`src/rtl/tach_pkg.sv`:
```
package tach_pkg;
  localparam logic [1:0] EDGE_NONE = 2'b00;
  localparam logic [1:0] EDGE_FALL = 2'b01;
  localparam logic [1:0] EDGE_RISE = 2'b10;
  localparam logic [1:0] EDGE_BOTH = 2'b11;

  // Selected-edge decision from the sensitivity code
  function automatic logic edge_hit(input logic [1:0] sel, input logic rise, input logic fall);
    return (sel[1] & rise) | (sel[0] & fall);
  endfunction

  // Wrap occurs when a running counter sits at all ones and is not cleared
  function automatic logic will_wrap(input logic run, input logic clr, input logic all_ones);
    return run & ~clr & all_ones;
  endfunction
endpackage

```
`src/rtl/tach_edge_sync.sv`:
```
module tach_edge_sync #(
  parameter int SYNC_STAGES = 2
) (
  input  logic clk,
  input  logic rst_n,
  input  logic sig_in,
  output logic rise,
  output logic fall
);
  localparam int SH_W = SYNC_STAGES + 1;

  logic [SH_W-1:0] sh_q;

  always_ff @(posedge clk or negedge rst_n) begin
    if (!rst_n) sh_q <= '0;
    else        sh_q <= {sh_q[SH_W-2:0], sig_in};
  end

  assign rise = sh_q[SYNC_STAGES-1] & ~sh_q[SYNC_STAGES];
  assign fall = ~sh_q[SYNC_STAGES-1] & sh_q[SYNC_STAGES];

  AST_RISE_SINGLE: assert property (@(posedge clk) disable iff (!rst_n) rise |=> !rise);
  AST_FALL_SINGLE: assert property (@(posedge clk) disable iff (!rst_n) fall |=> !fall);
endmodule

```
`src/rtl/tach_counter.sv`:
```
module tach_counter #(
  parameter int CNT_W = 16
) (
  input  logic             clk,
  input  logic             rst_n,
  input  logic             run,
  input  logic             clear,
  output logic [CNT_W-1:0] cnt,
  output logic             wrap
);
  import tach_pkg::*;

  localparam logic [CNT_W-1:0] CNT_MAX = '1;

  logic [CNT_W-1:0] cnt_q;

  always_ff @(posedge clk or negedge rst_n) begin
    if (!rst_n)     cnt_q <= '0;
    else if (clear) cnt_q <= '0;
    else if (run)   cnt_q <= cnt_q + 1'b1;
  end

  assign cnt  = cnt_q;
  assign wrap = will_wrap(run, clear, cnt_q == CNT_MAX);

  AST_CNT_HOLD: assert property (@(posedge clk) disable iff (!rst_n) (!run && !clear) |=> $stable(cnt_q));
  AST_CNT_ZERO: assert property (@(posedge clk) disable iff (!rst_n) clear |=> (cnt_q == '0));
endmodule

```
`src/rtl/tach_capture.sv`:
```
module tach_capture #(
  parameter int CNT_W       = 16,
  parameter int SYNC_STAGES = 2
) (
  input  logic             clk,
  input  logic             rst_n,
  input  logic             tach_in,
  input  logic             run_wr,
  input  logic             run_wdata,
  input  logic             clr_cmd,
  input  logic             clr_on_cap,
  input  logic             src_sw,
  input  logic             sw_cap,
  input  logic             one_shot,
  input  logic [1:0]       edge_sel,
  input  logic             ovf_clr,
  output logic [CNT_W-1:0] cap_val,
  output logic             cap_evt,
  output logic             ovf_flag,
  output logic             run_en
);
  import tach_pkg::*;

  logic             in_rise, in_fall;
  logic             hw_fire, sw_fire, cap_fire, cnt_clear, cnt_wrap;
  logic [CNT_W-1:0] cnt_now;
  logic             run_q, ovf_q, evt_q;
  logic [CNT_W-1:0] cap_q;

  tach_edge_sync #(.SYNC_STAGES(SYNC_STAGES)) u_sync (
    .clk(clk), .rst_n(rst_n), .sig_in(tach_in), .rise(in_rise), .fall(in_fall)
  );

  assign hw_fire   = ~src_sw & edge_hit(edge_sel, in_rise, in_fall);
  assign sw_fire   = src_sw & sw_cap;
  assign cap_fire  = run_q & (hw_fire | sw_fire);
  assign cnt_clear = clr_cmd | (cap_fire & clr_on_cap);

  tach_counter #(.CNT_W(CNT_W)) u_cnt (
    .clk(clk), .rst_n(rst_n), .run(run_q), .clear(cnt_clear),
    .cnt(cnt_now), .wrap(cnt_wrap)
  );

  always_ff @(posedge clk or negedge rst_n) begin
    if (!rst_n) begin
      cap_q <= '0;
      evt_q <= 1'b0;
    end else begin
      evt_q <= cap_fire;
      if (cap_fire) cap_q <= cnt_now;
    end
  end

  always_ff @(posedge clk or negedge rst_n) begin
    if (!rst_n)                             run_q <= 1'b0;
    else if (run_wr)                        run_q <= run_wdata;
    else if (one_shot & (cap_fire | cnt_wrap)) run_q <= 1'b0;
  end

  always_ff @(posedge clk or negedge rst_n) begin
    if (!rst_n)        ovf_q <= 1'b0;
    else if (cnt_wrap) ovf_q <= 1'b1;
    else if (ovf_clr)  ovf_q <= 1'b0;
  end

  assign cap_val  = cap_q;
  assign cap_evt  = evt_q;
  assign ovf_flag = ovf_q;
  assign run_en   = run_q;

  AST_CAP_NEEDS_RUN: assert property (@(posedge clk) disable iff (!rst_n) cap_evt |-> $past(run_q));
  AST_OS_DISARM: assert property (@(posedge clk) disable iff (!rst_n) (one_shot && (cap_fire || cnt_wrap) && !run_wr) |=> !run_q);
  AST_OVF_STICKY: assert property (@(posedge clk) disable iff (!rst_n) (ovf_q && !ovf_clr) |=> ovf_q);
  AST_OVF_SET: assert property (@(posedge clk) disable iff (!rst_n) cnt_wrap |=> ovf_q);
  AST_SW_ONLY: assert property (@(posedge clk) disable iff (!rst_n) (cap_fire && src_sw) |-> sw_cap);
  AST_PRE_CLEAR_VALUE: assert property (@(posedge clk) disable iff (!rst_n) cap_fire |=> (cap_q == $past(cnt_now)));
endmodule

```
`config.mk`:
```
export PLATFORM = sky130hd
export DESIGN_NAME = tach_capture
export DESIGN_NICKNAME = d
export VERILOG_FILES = /design/src/rtl/tach_pkg.sv /design/src/rtl/tach_edge_sync.sv /design/src/rtl/tach_counter.sv /design/src/rtl/tach_capture.sv
export SDC_FILE = /design/constraint.sdc
export NUM_CORES = 1
export LEC_CHECK = 0
export ABC_AREA = 1
export ABC_CLOCK_PERIOD_IN_PS = 1600
export BUFFER_PORTS_ARGS = -buffer_cell sky130_fd_sc_hd__clkbuf_2
export CORE_ASPECT_RATIO = 0.9
export CORE_MARGIN = 4
export CORE_UTILIZATION = 50
export CTS_CLUSTER_DIAMETER = 150
export DETAILED_ROUTE_END_ITERATION = 8
export HOLD_SLACK_MARGIN = 0.08
export PLACE_DENSITY = 0.81
export SLEW_MARGIN = 20
export SYNTH_ARGS = -nofsm -noshare
export SYNTH_HDL_FRONTEND = slang
export SYNTH_SLANG_ARGS = --single-unit
```
`constraint.sdc`:
```
create_clock -name clk -period 1.6 [get_ports clk]
set_input_delay 0.32 -clock clk [delete_from_list [all_inputs] [get_ports clk]]
set_output_delay 0.32 -clock clk [all_outputs]
set_load 0.01 [all_outputs]
```
==> metrics.md <==
| Metric | Value |
|---|---|
| WS Path Type | `register to register` |
| Post-synthesis cell type with the largest combined area | `sky130_fd_sc_hd__dfrtp_1` |
| Worst-skew pair later-pin latency | `about 0.29 ns` |
| Routed via count divided by cell count | `around 5` |
| XOR/XNOR Fraction of Synth Area | `0.02038` |
| Clk buf depth | `2` |
| Final HPWL DP | `2677 microns` |
| Worst-case reg-to-reg path depth | `8` |
| Worst max-slew margin expressed relative to the limit | `0.6926` |
| Synth Area in Simple Gates | `0.2904` |
| Least-Margin Pin Slew | `about 0.46 ns` |
| Fin nets | `between 200 and 300` |
| Clock tree from TritonCTS | `done` |
| Smallest setup slack after layout | `between 0.06 and 0.07 ns` |
| Number of routed nets with antenna violations | `0` |
| Placement Setup Slack | `0.009922 ns` |
| Port buffer count | `31` |
| Global-route wire length before repair | `6389 microns` |
| Fraction of final layout cells sized beyond drive strength 1 | `0.2500` |
| Number of nets in the synthesized netlist | `between 200 and 250` |
| Count of hold buffers inserted by post-cts repair | `0` |
| Clock Pin Slew Worst Setup and Hold Paths | `0.07 ns` |
| Unrepaired setup endpoints after global routing | `true` |
| Worst endpoint required time | `1.78 ns` |
| Area share of the largest cell type after synthesis | `0.5531` |
| Critical Path Sink Type | `register` |
| Count of state elements after synthesis | `38` |
| Number of max-capacitance violations reported | `0` |
| Max-slew violation count | `0` |
| Power density of the placed cells | `852.8 mW/mm^2` |
| Max Freq | `651.0 MHz` |
| Synth warn | `0` |
| Main combinational cell family by area after synthesis | `simple AND/OR/NAND/NOR gates` |
| Routed wire length per instance | `approximately 12 microns` |
| Initial Util | `0.5397` |
| Gate count of the mapped netlist | `202` |
| Result of the run | `finished, final reports clean` |
| Minimum clock period after layout | `1.536 ns` |
| Peak supply drop | `599.9 uV` |
| Synthesized-area fraction occupied by adder cells | `0.007278` |
| Nature of the critical path startpoint | `register` |
| Final Cycle Share | `0.9600` |
| Total leakage power | `just over 1 nW` |
| DRC viols | `0` |
| Number of failing hold endpoints at the final stage | `0` |
| Top-level I/O count | `32` |
| Horiz. Die Dim | `69.81 microns` |
| Register area share after synthesis | `0.5531` |
| Pin count of the biggest net entering global routing | `39` |
| Worst flop-to-flop path startpoint | `u_cnt.cnt[0]$_DFFE_PN0P_` |
| Clock Root Buffer | `sky130_fd_sc_hd__clkbuf_8` |
| Area growth, synth to finish | `21.11%` |
| H-tree levels | `2` |
| Launch point of the critical path | `u_cnt.cnt[0]$_DFFE_PN0P_` |
| GRT Residual Overflow | `0` |
| Diode count | `0` |
| Area contributors post-synth | `sky130_fd_sc_hd__dfrtp_1, sky130_fd_sc_hd__nand2_1, sky130_fd_sc_hd__nor2_1` |
| Post-synthesis mux area share | `0` |
| Vias after detailed routing | `1469` |
| Yosys cell types | `23` |
| CTS Sinks | `38` |
| Final weighted congestion in routability-driven placement | `between 0.8 and 0.9` |
| Total detailed-routing wirelength | `~3600 microns` |
| Count of final setup violators | `0` |
| Share of the synthesized area in compound gates (AO/OA/AOI/OAI) | `0.06405` |
| Arrival time reported for the critical path endpoint | `1.71 ns` |
| Via count of the first global-routing pass | `1500` |
| Height of the chip | `63.63 microns` |
| Rows | `19` |
| Total global routing track utilization | `0.1810` |
| 1st-pass router iterations | `4` |
| TritonCTS Buffers | `5` |
| Die outline area | `0.004442 sq mm` |
| Antenna violations before repair | `0` |
| Post-route clock skew | `between 0.004 and 0.005 ns` |
| Total Negative Setup Slacks | `0 ns` |
| Post-Synthesis Cell Area | `roughly 0.0017 sq mm` |
| Maximum fanout along the worst path | `4` |
| Synth Area per Inst | `8.511 sq um` |
| Class of the tightest hold or removal check | `input pin to async pin` |
| Number of DRC violations after detailed-routing iteration 0 | `between 90 and 100` |
| Floorplan Core Area | `0.003186 sq mm` |
[area by class of cell]
| class | count | area (sq um) |
|---|---|---|
| timing repair buffer | 43 | 245.2 |
| clock buffer | 7 | 76.32 |
| inverter | 21 | 78.83 |
| multi-input combinational | 139 | 676.9 |
| tap | 42 | 52.55 |
| fill | 290 | 1104 |
| sequential | 38 | 952.2 |
[logic make-up after synthesis]
kind of cell             after synthesis
AND/OR/NAND/NOR                      112
flip-flops                            38
buffers and inverters                 25
AO/OA/AOI/OAI                         22
XOR/XNOR                               4
adder cells (fa/ha/maj)                1
[registers in the layout, summed over array words and instances (netlist names)]
register / count
u_cnt.cnt: 16
run_en: 1
cap_evt: 1
cap_val: 16
ovf_flag: 1
u_sync.sh_q: 3
[synthesized netlist by cell type]
library cell / count
sky130_fd_sc_hd__nand2_2: 3
sky130_fd_sc_hd__nand2_1: 63
sky130_fd_sc_hd__nand3_2: 3
sky130_fd_sc_hd__xor2_1: 2
sky130_fd_sc_hd__dfrtp_1: 38
sky130_fd_sc_hd__o21ai_1: 2
sky130_fd_sc_hd__xnor2_1: 2
sky130_fd_sc_hd__inv_1: 18
sky130_fd_sc_hd__nor2_4: 1
sky130_fd_sc_hd__ha_1: 1
sky130_fd_sc_hd__a21oi_1: 7
sky130_fd_sc_hd__nor3b_1: 1
sky130_fd_sc_hd__clkinv_1: 2
sky130_fd_sc_hd__nor2_2: 3
sky130_fd_sc_hd__buf_2: 2
sky130_fd_sc_hd__nand4_1: 2
sky130_fd_sc_hd__nand3_1: 9
sky130_fd_sc_hd__inv_2: 1
sky130_fd_sc_hd__nor3_4: 1
sky130_fd_sc_hd__o21ai_0: 13
sky130_fd_sc_hd__nor2_1: 22
sky130_fd_sc_hd__nor3_1: 4
sky130_fd_sc_hd__buf_6: 2
[report_power, final]
part / internal [W] / switching (W)
Sequential: 0.000981 / 0.0000180
Clock: 0.000300 / 0.000315
Combinational: 0.0000640 / 0.0000978
Total: 0.00134 / 0.000431
[timing repair]
item	in CTS	in global routing
setup endpoints to repair	0	3
buffers inserted	0	5
gates resized for setup	0	4
hold endpoints to repair	0	0
[metal layers]
metal	share of wire	global-route usage	vias up
met2	0.47	0.2972	48
met1	0.44	0.2241	686
met4	0.026	0.08134	0
met5	0	0	-
li1	-	-	723
met3	0.056	0.04610	12
[placed cells by master, fill, tap and decap left out, drive strengths merged]
cell type,count
nor2,26
xnor2,2
ha,1
o21ai,15
buf,12
xor2,2
clkbuf,38
nand2,66
clkinv,2
a21oi,7
nand4,2
inv,19
nand3,12
nor3b,1
nor3,5
dfrtp,38
[worst max-delay path, cell delays in order (launching register included)]
cell,delay [ns]
sky130_fd_sc_hd__dfrtp_1,0.41
sky130_fd_sc_hd__ha_4,0.18
sky130_fd_sc_hd__nand3_4,0.09
sky130_fd_sc_hd__nor3_4,0.24
sky130_fd_sc_hd__nand2_1,0.10
sky130_fd_sc_hd__nor2_2,0.13
sky130_fd_sc_hd__nand2_1,0.07
sky130_fd_sc_hd__o21ai_1,0.14
sky130_fd_sc_hd__a21oi_1,0.06
[per-stage QoR]
step | hold slack [ns] | cells | total power (W) | util | instance area [sq um]
2_1_floorplan | 0.02441 | 202 | 0.001092 | - | 1719
3_3_place_gp | 0.3322 | 278 | 0.001157 | 0.6112 | 1947
3_5_place_dp | 0.3452 | 278 | 0.001164 | 0.6112 | 1947
4_1_cts | 0.08577 | 285 | 0.001780 | 0.6351 | 2023
5_1_grt | 0.1109 | 290 | 0.001859 | 0.6536 | 2082
6_report | 0.06523 | 290 | 0.001776 | 0.6536 | 2082
[final timing paths]
check / to / slack, ns
setup / recovery: u_cnt.cnt[12]$_DFFE_PN0P_ / 0.06
hold / removal: cap_val[7]$_DFFE_PN0N_ / 0.07
setup reg to reg: u_cnt.cnt[12]$_DFFE_PN0P_ / 0.06
hold reg to reg: u_sync.sh_q[1]$_DFF_PN0_ / 0.36
max in group asynchronous: u_cnt.cnt[1]$_DFFE_PN0P_ / 1.19
min in group clk: u_sync.sh_q[0]$_DFF_PN0_ / 0.13
Power figures use the tool's default switching activity.
